$ cat src/rtl/ahq_pkg.sv
package ahq_pkg;
  localparam int AGE_W   = 32;
  localparam int PC_W    = 32;
  localparam int SLACK_W = 16;

  typedef enum logic [1:0] {
    KIND_IFETCH = 2'b00,
    KIND_DATA   = 2'b01,
    KIND_BRANCH = 2'b10,
    KIND_RSVD   = 2'b11
  } hintKind_e;

  typedef struct packed {
    hintKind_e          kind;
    logic [AGE_W-1:0]   age;
    logic [PC_W-1:0]    pc;
    logic [PC_W-1:0]    nextPc;
  } hintRec_t;

  typedef struct packed {
    logic wrEn;
    logic popEn;
    logic flushEn;
  } hintStrobes_t;
endpackage

$ cat src/rtl/ahq_datapath.sv
module ahq_datapath
  import ahq_pkg::*;
#(
  parameter int DEPTH = 8,
  localparam int PTR_W = (DEPTH > 1) ? $clog2(DEPTH) : 1,
  localparam int CNT_W = $clog2(DEPTH + 1)
) (
  input  logic             clk,
  input  logic             rstN,
  input  hintStrobes_t     strobes,
  input  hintRec_t         wrRec,
  output hintRec_t         headRec,
  output logic [CNT_W-1:0] occupancy
);
  hintRec_t          store [DEPTH];
  logic [PTR_W-1:0]  wrPtr;
  logic [PTR_W-1:0]  rdPtr;

  function automatic logic [PTR_W-1:0] bump(input logic [PTR_W-1:0] p);
    return (p == PTR_W'(DEPTH - 1)) ? '0 : p + PTR_W'(1);
  endfunction

  always_ff @(posedge clk) begin
    if (strobes.wrEn) store[wrPtr] <= wrRec;
  end

  always_ff @(posedge clk or negedge rstN) begin
    if (!rstN) begin
      wrPtr     <= '0;
      rdPtr     <= '0;
      occupancy <= '0;
    end else if (strobes.flushEn) begin
      wrPtr     <= '0;
      rdPtr     <= '0;
      occupancy <= '0;
    end else begin
      if (strobes.wrEn)  wrPtr <= bump(wrPtr);
      if (strobes.popEn) rdPtr <= bump(rdPtr);
      case ({strobes.wrEn, strobes.popEn})
        2'b10:   occupancy <= occupancy + CNT_W'(1);
        2'b01:   occupancy <= occupancy - CNT_W'(1);
        default: occupancy <= occupancy;
      endcase
    end
  end

  assign headRec = store[rdPtr];

  p_no_overflow_r3: assert property (@(posedge clk) disable iff (!rstN)
    occupancy <= CNT_W'(DEPTH));

  p_flush_empty_r8: assert property (@(posedge clk) disable iff (!rstN)
    strobes.flushEn |=> (occupancy == '0));
endmodule

$ cat src/rtl/ahq_control.sv
module ahq_control
  import ahq_pkg::*;
#(
  parameter int DEPTH = 8,
  localparam int CNT_W = $clog2(DEPTH + 1)
) (
  input  logic               clk,
  input  logic               rstN,
  input  logic               pushValid,
  input  logic               flush,
  input  logic               cfgWrite,
  input  logic [SLACK_W-1:0] cfgSlack,
  input  logic [AGE_W-1:0]   commitCount,
  input  hintRec_t           headRec,
  input  logic [CNT_W-1:0]   occupancy,
  output hintStrobes_t       strobes,
  output logic               pushReady,
  output logic               iPfValid,
  output logic               dPfValid,
  output logic               bpValid
);
  logic [SLACK_W-1:0] slackReg;
  logic [AGE_W:0]     windowEdge;
  logic               headPresent;
  logic               inWindow;
  logic               isReserved;
  logic               sendNow;

  always_ff @(posedge clk or negedge rstN) begin
    if (!rstN)         slackReg <= '0;
    else if (cfgWrite) slackReg <= cfgSlack;
  end

  always_comb begin
    windowEdge  = {1'b0, commitCount} + (AGE_W+1)'(slackReg);
    headPresent = (occupancy != '0);
    inWindow    = ({1'b0, headRec.age} <= windowEdge);
    isReserved  = (headRec.kind == KIND_RSVD);
    sendNow     = headPresent && inWindow && !isReserved && !flush;
    pushReady   = (occupancy != CNT_W'(DEPTH));
    iPfValid    = sendNow && (headRec.kind == KIND_IFETCH);
    dPfValid    = sendNow && (headRec.kind == KIND_DATA);
    bpValid     = sendNow && (headRec.kind == KIND_BRANCH);
    strobes.flushEn = flush;
    strobes.wrEn    = pushValid && pushReady && !flush;
    strobes.popEn   = headPresent && !flush && (isReserved || inWindow);
  end

  p_one_dispatch_r7: assert property (@(posedge clk) disable iff (!rstN)
    $onehot0({iPfValid, dPfValid, bpValid}));

  p_hold_head_r4: assert property (@(posedge clk) disable iff (!rstN)
    (headPresent && !inWindow && !isReserved && !flush)
      |=> ($stable(headRec) && occupancy != '0));

  p_slack_load_r9: assert property (@(posedge clk) disable iff (!rstN)
    cfgWrite |=> (slackReg == $past(cfgSlack)));

  p_flush_quiet_r8: assert property (@(posedge clk) disable iff (!rstN)
    flush |-> !(iPfValid || dPfValid || bpValid));
endmodule

$ cat src/rtl/age_gated_hint_queue.sv
module age_gated_hint_queue
  import ahq_pkg::*;
#(
  parameter int DEPTH = 8,
  localparam int CNT_W = $clog2(DEPTH + 1)
) (
  input  logic               clk,
  input  logic               rstN,
  input  logic               pushValid,
  input  logic [1:0]         pushKind,
  input  logic [AGE_W-1:0]   pushAge,
  input  logic [PC_W-1:0]    pushPc,
  input  logic [PC_W-1:0]    pushNextPc,
  output logic               pushReady,
  input  logic               flush,
  input  logic               cfgWrite,
  input  logic [SLACK_W-1:0] cfgSlack,
  input  logic [AGE_W-1:0]   commitCount,
  output logic               iPfValid,
  output logic [PC_W-1:0]    iPfAddr,
  output logic               dPfValid,
  output logic [PC_W-1:0]    dPfAddr,
  output logic               bpValid,
  output logic [PC_W-1:0]    bpPc,
  output logic [PC_W-1:0]    bpNextPc
);
  hintStrobes_t     strobes;
  hintRec_t         wrRec;
  hintRec_t         headRec;
  logic [CNT_W-1:0] occupancy;

  assign wrRec = '{kind: hintKind_e'(pushKind), age: pushAge, pc: pushPc, nextPc: pushNextPc};

  ahq_datapath #(.DEPTH(DEPTH)) dp_i (
    .clk(clk), .rstN(rstN), .strobes(strobes), .wrRec(wrRec),
    .headRec(headRec), .occupancy(occupancy)
  );

  ahq_control #(.DEPTH(DEPTH)) ctl_i (
    .clk(clk), .rstN(rstN), .pushValid(pushValid), .flush(flush),
    .cfgWrite(cfgWrite), .cfgSlack(cfgSlack), .commitCount(commitCount),
    .headRec(headRec), .occupancy(occupancy), .strobes(strobes),
    .pushReady(pushReady), .iPfValid(iPfValid), .dPfValid(dPfValid),
    .bpValid(bpValid)
  );

  assign iPfAddr  = headRec.pc;
  assign dPfAddr  = headRec.pc;
  assign bpPc     = headRec.pc;
  assign bpNextPc = headRec.nextPc;
endmodule

$ cat config.mk
export PLATFORM = sky130hd
export DESIGN_NAME = age_gated_hint_queue
export DESIGN_NICKNAME = d
export VERILOG_FILES = /design/src/rtl/ahq_pkg.sv /design/src/rtl/ahq_datapath.sv /design/src/rtl/ahq_control.sv /design/src/rtl/age_gated_hint_queue.sv
export SDC_FILE = /design/constraint.sdc
export NUM_CORES = 1
export LEC_CHECK = 0
export BUFFER_PORTS_ARGS = -buffer_cell sky130_fd_sc_hd__buf_2
export CAP_MARGIN = 20
export CORE_MARGIN = 5
export CORE_UTILIZATION = 40
export CTS_CLUSTER_SIZE = 30
export DETAILED_ROUTE_END_ITERATION = 12
export PLACE_DENSITY = 0.56
export SYNTH_ARGS = -nofsm -noshare
export SYNTH_HDL_FRONTEND = slang
export SYNTH_SLANG_ARGS = --single-unit
$ cat constraint.sdc
create_clock -name clk -period 20.7 [get_ports clk]
set_input_delay 2.07 -clock clk [delete_from_list [all_inputs] [get_ports clk]]
set_output_delay 2.07 -clock clk [all_outputs]
set_load 0.05 [all_outputs]
Word level (Yosys, flattened, before mapping)
Memory sizes are Yosys's and may differ from the RTL's.
Index checks and enable logic that the tools add are counted.
{"block": "totals", "regBits": 26, "ramBits": 784, "in_bits": 151, "out_inout_bits": 132, "elab_cells": 47, "memories": 1}
{"block": "op_classes", "addsub": 5, "magnitude_cmp": 1, "eq_ne": 8, "n_mux": 10, "reduce_logical": 18}
{"name": "dp_i.store", "depth": 8, "word_bits": 98, "rd": 1, "rd_clocked_by_memory_dff": 0, "write_ports": 1, "line": "ahq_datapath.sv:15", "rtl": "hintRec_t store [DEPTH];"}
{"op": "$add 32x16->33", "count": 1}
{"op": "$le 32x33->1", "count": 1}
{"op": "$mux 3", "count": 6}
{"op": "$logic_and 1x1->1", "count": 10}
{"op": "$pmux 4 s2", "count": 1}
{"op": "$add 3x1->3 const B", "count": 2}
{"op": "$eq 2x2->1 const B", "count": 3}
{"op": "$eq 3x3->1 const B", "count": 2}
{"op": "$add 4x1->4 const B", "count": 1}
{"op": "$eq 2x1->1 const B", "count": 2}
{"op": "$mux 4", "count": 1}
{"op": "$ne 4x4->1 const B", "count": 1}
{"op": "$reduce_bool 2->1", "count": 2}
{"op": "$reduce_bool 4->1", "count": 1}
{"op": "$sub 4x1->4 const B", "count": 1}
{"op": "$reduce_bool 3->1", "count": 1}
{"op": "$logic_not 1->1", "count": 2}
{"op": "$logic_not 2->1", "count": 1}
{"op": "$mux 1", "count": 2}
{"op": "$logic_or 1x1->1", "count": 1}

Depth between registers and ports, before layout
{"block": "depth", "depth_word": 7, "depth_mapped": 26, "ltp_nobuf": 25}

Cells and area by module
From an unflattened synthesis, not the netlist that was laid out.
{"block": "unflattened", "cells_unflattened": 1538, "area_unflattened_um2": 32894.0}
{"mod": "ahq_datapath", "n_inst": 1, "cells_per_inst": 1205, "area_each_um2": 30048.8, "seq_area_each_um2": 23792.8}
{"mod": "ahq_control", "n_inst": 1, "cells_per_inst": 269, "area_each_um2": 2364.8, "seq_area_each_um2": 400.4}
{"mod": "age_gated_hint_queue", "n_inst": 1, "cells_per_inst": 64, "area_each_um2": 480.5, "seq_area_each_um2": 0.0}

Worst setup path before layout
OpenSTA, ideal clock, no wires.
{"block": "synth_timing", "path_kind": "input-to-reg", "startpoint": "input port flush", "endpoint": "memory dp_i.store[0][0] (netlist name), enable pin", "setup_time_ns": 0.675, "arrival_ns": 9.298, "required_time_ns": 20.025, "setup_slack_ns": 10.727, "stages": 3, "n_path_buf": 1, "cell_sequence": "clkbuf_1 -> or3_1 -> nor3_1"}
{"block": "synth_via", "elab_chain_len": 4}
{"element": "start: declaration", "line": "age_gated_hint_queue.sv:15", "rtl": "input logic flush,"}
{"element": "$logic_not 1->1", "line": "ahq_control.sv:45", "rtl": "strobes.wrEn = pushValid && pushReady && !flush;"}
{"element": "$logic_and 1x1->1", "line": "ahq_control.sv:45"}
{"element": "$mux 1", "line": "ahq_datapath.sv:24", "rtl": "if (strobes.wrEn) store[wrPtr] <= wrRec;"}
{"element": "$mux 1 (not written as such)", "line": "ahq_datapath.sv:24"}
{"element": "end: declaration", "line": "ahq_datapath.sv:15"}
No other way between the ends.

Worst setup path in the final report
{"block": "layout_timing", "startpoint": "input port commitCount[0]", "endpoint": "output port dPfValid"}
{"block": "layout_via", "elab_chain_len": 6}
{"element": "start: declaration", "line": "age_gated_hint_queue.sv:18", "rtl": "input logic [AGE_W-1:0] commitCount,"}
{"element": "$add 32x16->33", "line": "ahq_control.sv:35", "rtl": "windowEdge = {1'b0, commitCount} + (AGE_W+1)'(slackReg);"}
{"element": "$le 32x33->1", "line": "ahq_control.sv:37", "rtl": "inWindow = ({1'b0, headRec.age} <= windowEdge);"}
{"element": "$logic_and 1x1->1 (3 in a row)", "line": "ahq_control.sv:39", "rtl": "sendNow = headPresent && inWindow && !isReserved && !flush;"}
{"element": "$logic_and 1x1->1", "line": "ahq_control.sv:42", "rtl": "dPfValid = sendNow && (headRec.kind == KIND_DATA);"}
{"element": "end: declaration", "line": "age_gated_hint_queue.sv:21", "rtl": "output logic dPfValid,"}
No other way between the ends.

==> results_dict.tcl <==
set metrics [dict create \
    dieWidth_um 297 \
    critical_path_class "primary input to primary output" \
    internal-power_uw 3390 \
    power_leakage_uw 0.0125 \
    worst_pin_slew_ns 1.13 \
    yosysSeqAreaShare_pct 73.6 \
    grt_max_degree 159 \
    grt_pass1_wl_mm 106 \
    power_frac_seq_pct 37.3 \
    dp_hpwl_mm 40.8 \
    max_freq_ghz 0.114 \
    vdd_drop_max_uv 99.4 \
    rows 105 \
    critPathArrivalTime_ns 6.67 \
    multiInputGateArea_um2 7940 \
    grt-ovfl-total 0 \
    switching_share_pct 33.2 \
    start_kind "primary input" \
    hold_viol 0 \
    combPwrFrac_pct 31.4 \
    end_kind "primary output" \
    grtUsageTotal_pct 16.1 \
    clock_latency_ns 0.63 \
    maxCapViolCount 0 \
    total_power_uw 5070 \
    route.vias.total 15600 \
    ant_nets 0 \
    critPathBufInv 3 \
    grt_pass1_vias 16600 \
    avgSynthCellArea_um2 21.1 \
    ctsResizeCount 0 \
    fin_hold_ws_ns 0.522 \
    ios 283 \
    critical_path.max_stage_delay_ns 0.59 \
    nNetsFinal 2029 \
    syn_nets 1761 \
    fin_crit_ns 8.74 \
    gp_congestion 0.810 \
    postCtsSetupBuffers 0 \
    seq_area_um2 24200 \
    crit_chain "buf_2 -> ha_1 -> inv_1 -> fa_1 -> nand2b_1 -> a21oi_1 -> o211a_1 -> o21bai_1 -> nor3_1 -> nand3_1 -> xor2_1 -> ha_1 -> a211oi_1 -> nor2_1 -> nor3_1 -> o31ai_1 -> a21oi_1 -> o21ai_0 -> nor3b_1 -> buf_2" \
    critical-path-top-delay-family "compound AO/OA/AOI/OAI gates" \
    hold_class "register to register" \
    initial_core_util_pct 40.2 \
    switching_power_uw 1680 \
    grt_antenna_before_repair 21 \
    vias_per_cell 5.24 \
    clock_path_buffers 3 \
    dr.first_iter.drc_count 946 \
    fillCellCount 6800 \
    clkSinkCount 810 \
    power.share.clock_pct 31.3 \
    required_ns 18.63 \
    grt_setup_unrepaired "no" \
    async_reset_ff_share_pct 3.21 \
    clk_pin_slew_worst_paths_ns 0.06 \
    drcViolationCount 0 \
    skew_ns 0.0187 \
    cts_buffers 87 \
    slew_violations 0 \
    chipHeight_um 297 \
    synth_cell_types 49 \
    postCtsHoldBufs 0 \
    cts-root-buf "clkbuf_16" \
    cellPowerDensity_nw_per_um2 133 \
    coreArea_um2 81800 \
    synthesis.area_um2 32900 \
    min_period_over_period_pct 42.2 \
    status "complete, no violations" \
    area_growth_pct 16.0 \
    synthCells 1554 \
    cp_max_fo 5 \
    finalWirelength_mm 72.0 \
    die_area_um2 88000 \
    cts_tree "yes" \
    wl_per_cell_um 24.2 \
    port_buffers 282 \
    slowest_stage "nor3_1" \
    htreeDepth 3 \
    tns_ns 0 \
    synth-edff-count 784 \
    slew_headroom_pct 24.5 \
    setup_viol 0 \
    drive_above_1_share_pct 40.1 \
    ys.warnings.count 0 \
    synth_ff_type "edfxtp_1" \
    ys_ff_latch 810 \
    firstDrtPassIters 5 \
]
==> power by group through the flow <==
stage / clock network (µW) / registers, µW / logic (µW)
after global placement: 0 / 1930 / 1610
after floorplan: 0 / 1910 / 1350
after detailed placement: 0 / 1930 / 1620
after global routing: 1700 / 1900 / 1700
after CTS: 1640 / 1890 / 1620
final: 1590 / 1890 / 1590
==> routing by layer <==
layer / GRT usage (%) / wire [µm]
met4: 4.12 / 1270
met3: 3.65 / 3770
met2: 26.9 / 35700
met1: 21.7 / 31200
met5: 0 / 89
==> cell type report <==
cell class	instances	share of cell area (%)
antenna	8	0.0525
inverter	14	0.138
multi-input combinational	603	20.8
tap	1070	3.51
clock inverter	53	1.72
clock buffer	107	6.02
timing repair buffer	306	4.24
sequential	810	63.5
==> final timing paths <==
kind,start,endpoint,slack [ns],depth (start not counted)
setup reg to reg,dp_i.rdPtr[0],dp_i.occupancy[3],14.39,19
hold / removal,ctl_i.slackReg[6],ctl_i.slackReg[6],0.52,1
hold reg to reg,ctl_i.slackReg[6],ctl_i.slackReg[6],0.52,1
min in group asynchronous,rstN,ctl_i.slackReg[2],1.48,1
max in group asynchronous,rstN,dp_i.rdPtr[2],18.71,1
setup / recovery,commitCount[0],dPfValid,11.96,20
==> cell families (layout without fill, tap and decap cells) <==
kind of cell	Yosys count	in the layout	share of synthesized area (%)
flip-flops	810	810	73.6
multiplexers	313	313	17.4
buffers and inverters	141	480	2.40
AND/OR/NAND/NOR	124	124	1.96
AO/OA/AOI/OAI	78	78	1.53
adder cells (fa/ha/maj)	56	56	2.18
XOR/XNOR	32	32	0.895
other	0	8	0
==> worst reg2reg max path: cells and delay by family, from the launching register on <==
kind            cells  cell delay [ns]
compound gates      7             1.63
fa+ha+maj           2             0.58
buf+inv             2             1.54
flops               1             0.56
mux                 3             1.17
simple gates        5             0.70
==> metrics by stage <==
step / util, % / worst slack, ns / cell area, µm² / std cells
6_report: 46.6 / 11.96 / 38100 / 2971
5_1_grt: 46.6 / 11.57 / 38100 / 2966
4_1_cts: 46.6 / 12.05 / 38100 / 2963
3_5_place_dp: 42.9 / 12.05 / 35200 / 2803
3_3_place_gp: 42.9 / 12.18 / 35200 / 2803
2_1_floorplan: - / 10.73 / 32900 / 1554
==> layout by cell type (no fill, tap or decap), types with 6 or more instances in the layout <==
cell type / instances
edfxtp_1: 784
buf_2: 282
mux4_2: 196
mux2_2: 113
clkbuf_16: 89
ha_1: 54
a21oi_1: 24
nand2_1: 24
dfrtp_1: 23
buf_4: 22
nor2_1: 21
xor2_1: 20
clkbuf_1: 18
o21ai_0: 16
clkinv_2: 15
inv_1: 14
nor3_1: 14
nand4_1: 14
bufinv_16: 13
xnor2_1: 11
clkinv_1: 11
nand3_1: 10
diode_2: 8
a21o_1: 8
nand2b_1: 7
o21a_1: 6
nor2_4: 6
clkinvlp_4: 6
==> synthesized netlist by cell type, types with 2 or more instances <==
cell type,n,area [µm²]
nand3b_1,4,30.0
buf_4,64,480
o31ai_1,3,22.5
buf_1,11,41.3
inv_1,14,52.6
nand2_1,24,90.1
and2_1,3,18.8
mux2_2,113,1270
dfrtp_1,26,651
mux4_2,196,4410
nor3_1,16,80.1
or3_1,3,18.8
nand4b_1,3,26.3
a211oi_1,4,30.0
ha_1,54,676
xor2_1,20,175
nor2_1,27,101
o21ai_0,16,80.1
fa_1,2,40.0
o211ai_1,4,30.0
nor3b_1,4,30.0
nand4_1,14,87.6
a21oi_1,24,120
a21o_1,8,60.1
buf_2,15,75.1
clkbuf_1,37,139
nand3_1,10,50.1
xnor2_1,11,96.3
and3_1,4,25.0
a211o_1,2,17.5
o21a_1,6,45.0
o21bai_1,2,15.0
o22ai_1,2,12.5
edfxtp_1,784,23500
nand2b_1,7,43.8
mux2i_1,4,40.0
==> registers in the layout (all words and copies together) (netlist names) <==
signal          flops
dp_i.store        784
ctl_i.slackReg     16
dp_i.occupancy      4
dp_i.rdPtr          3
dp_i.wrPtr          3
(Power assumes the default switching activity.)
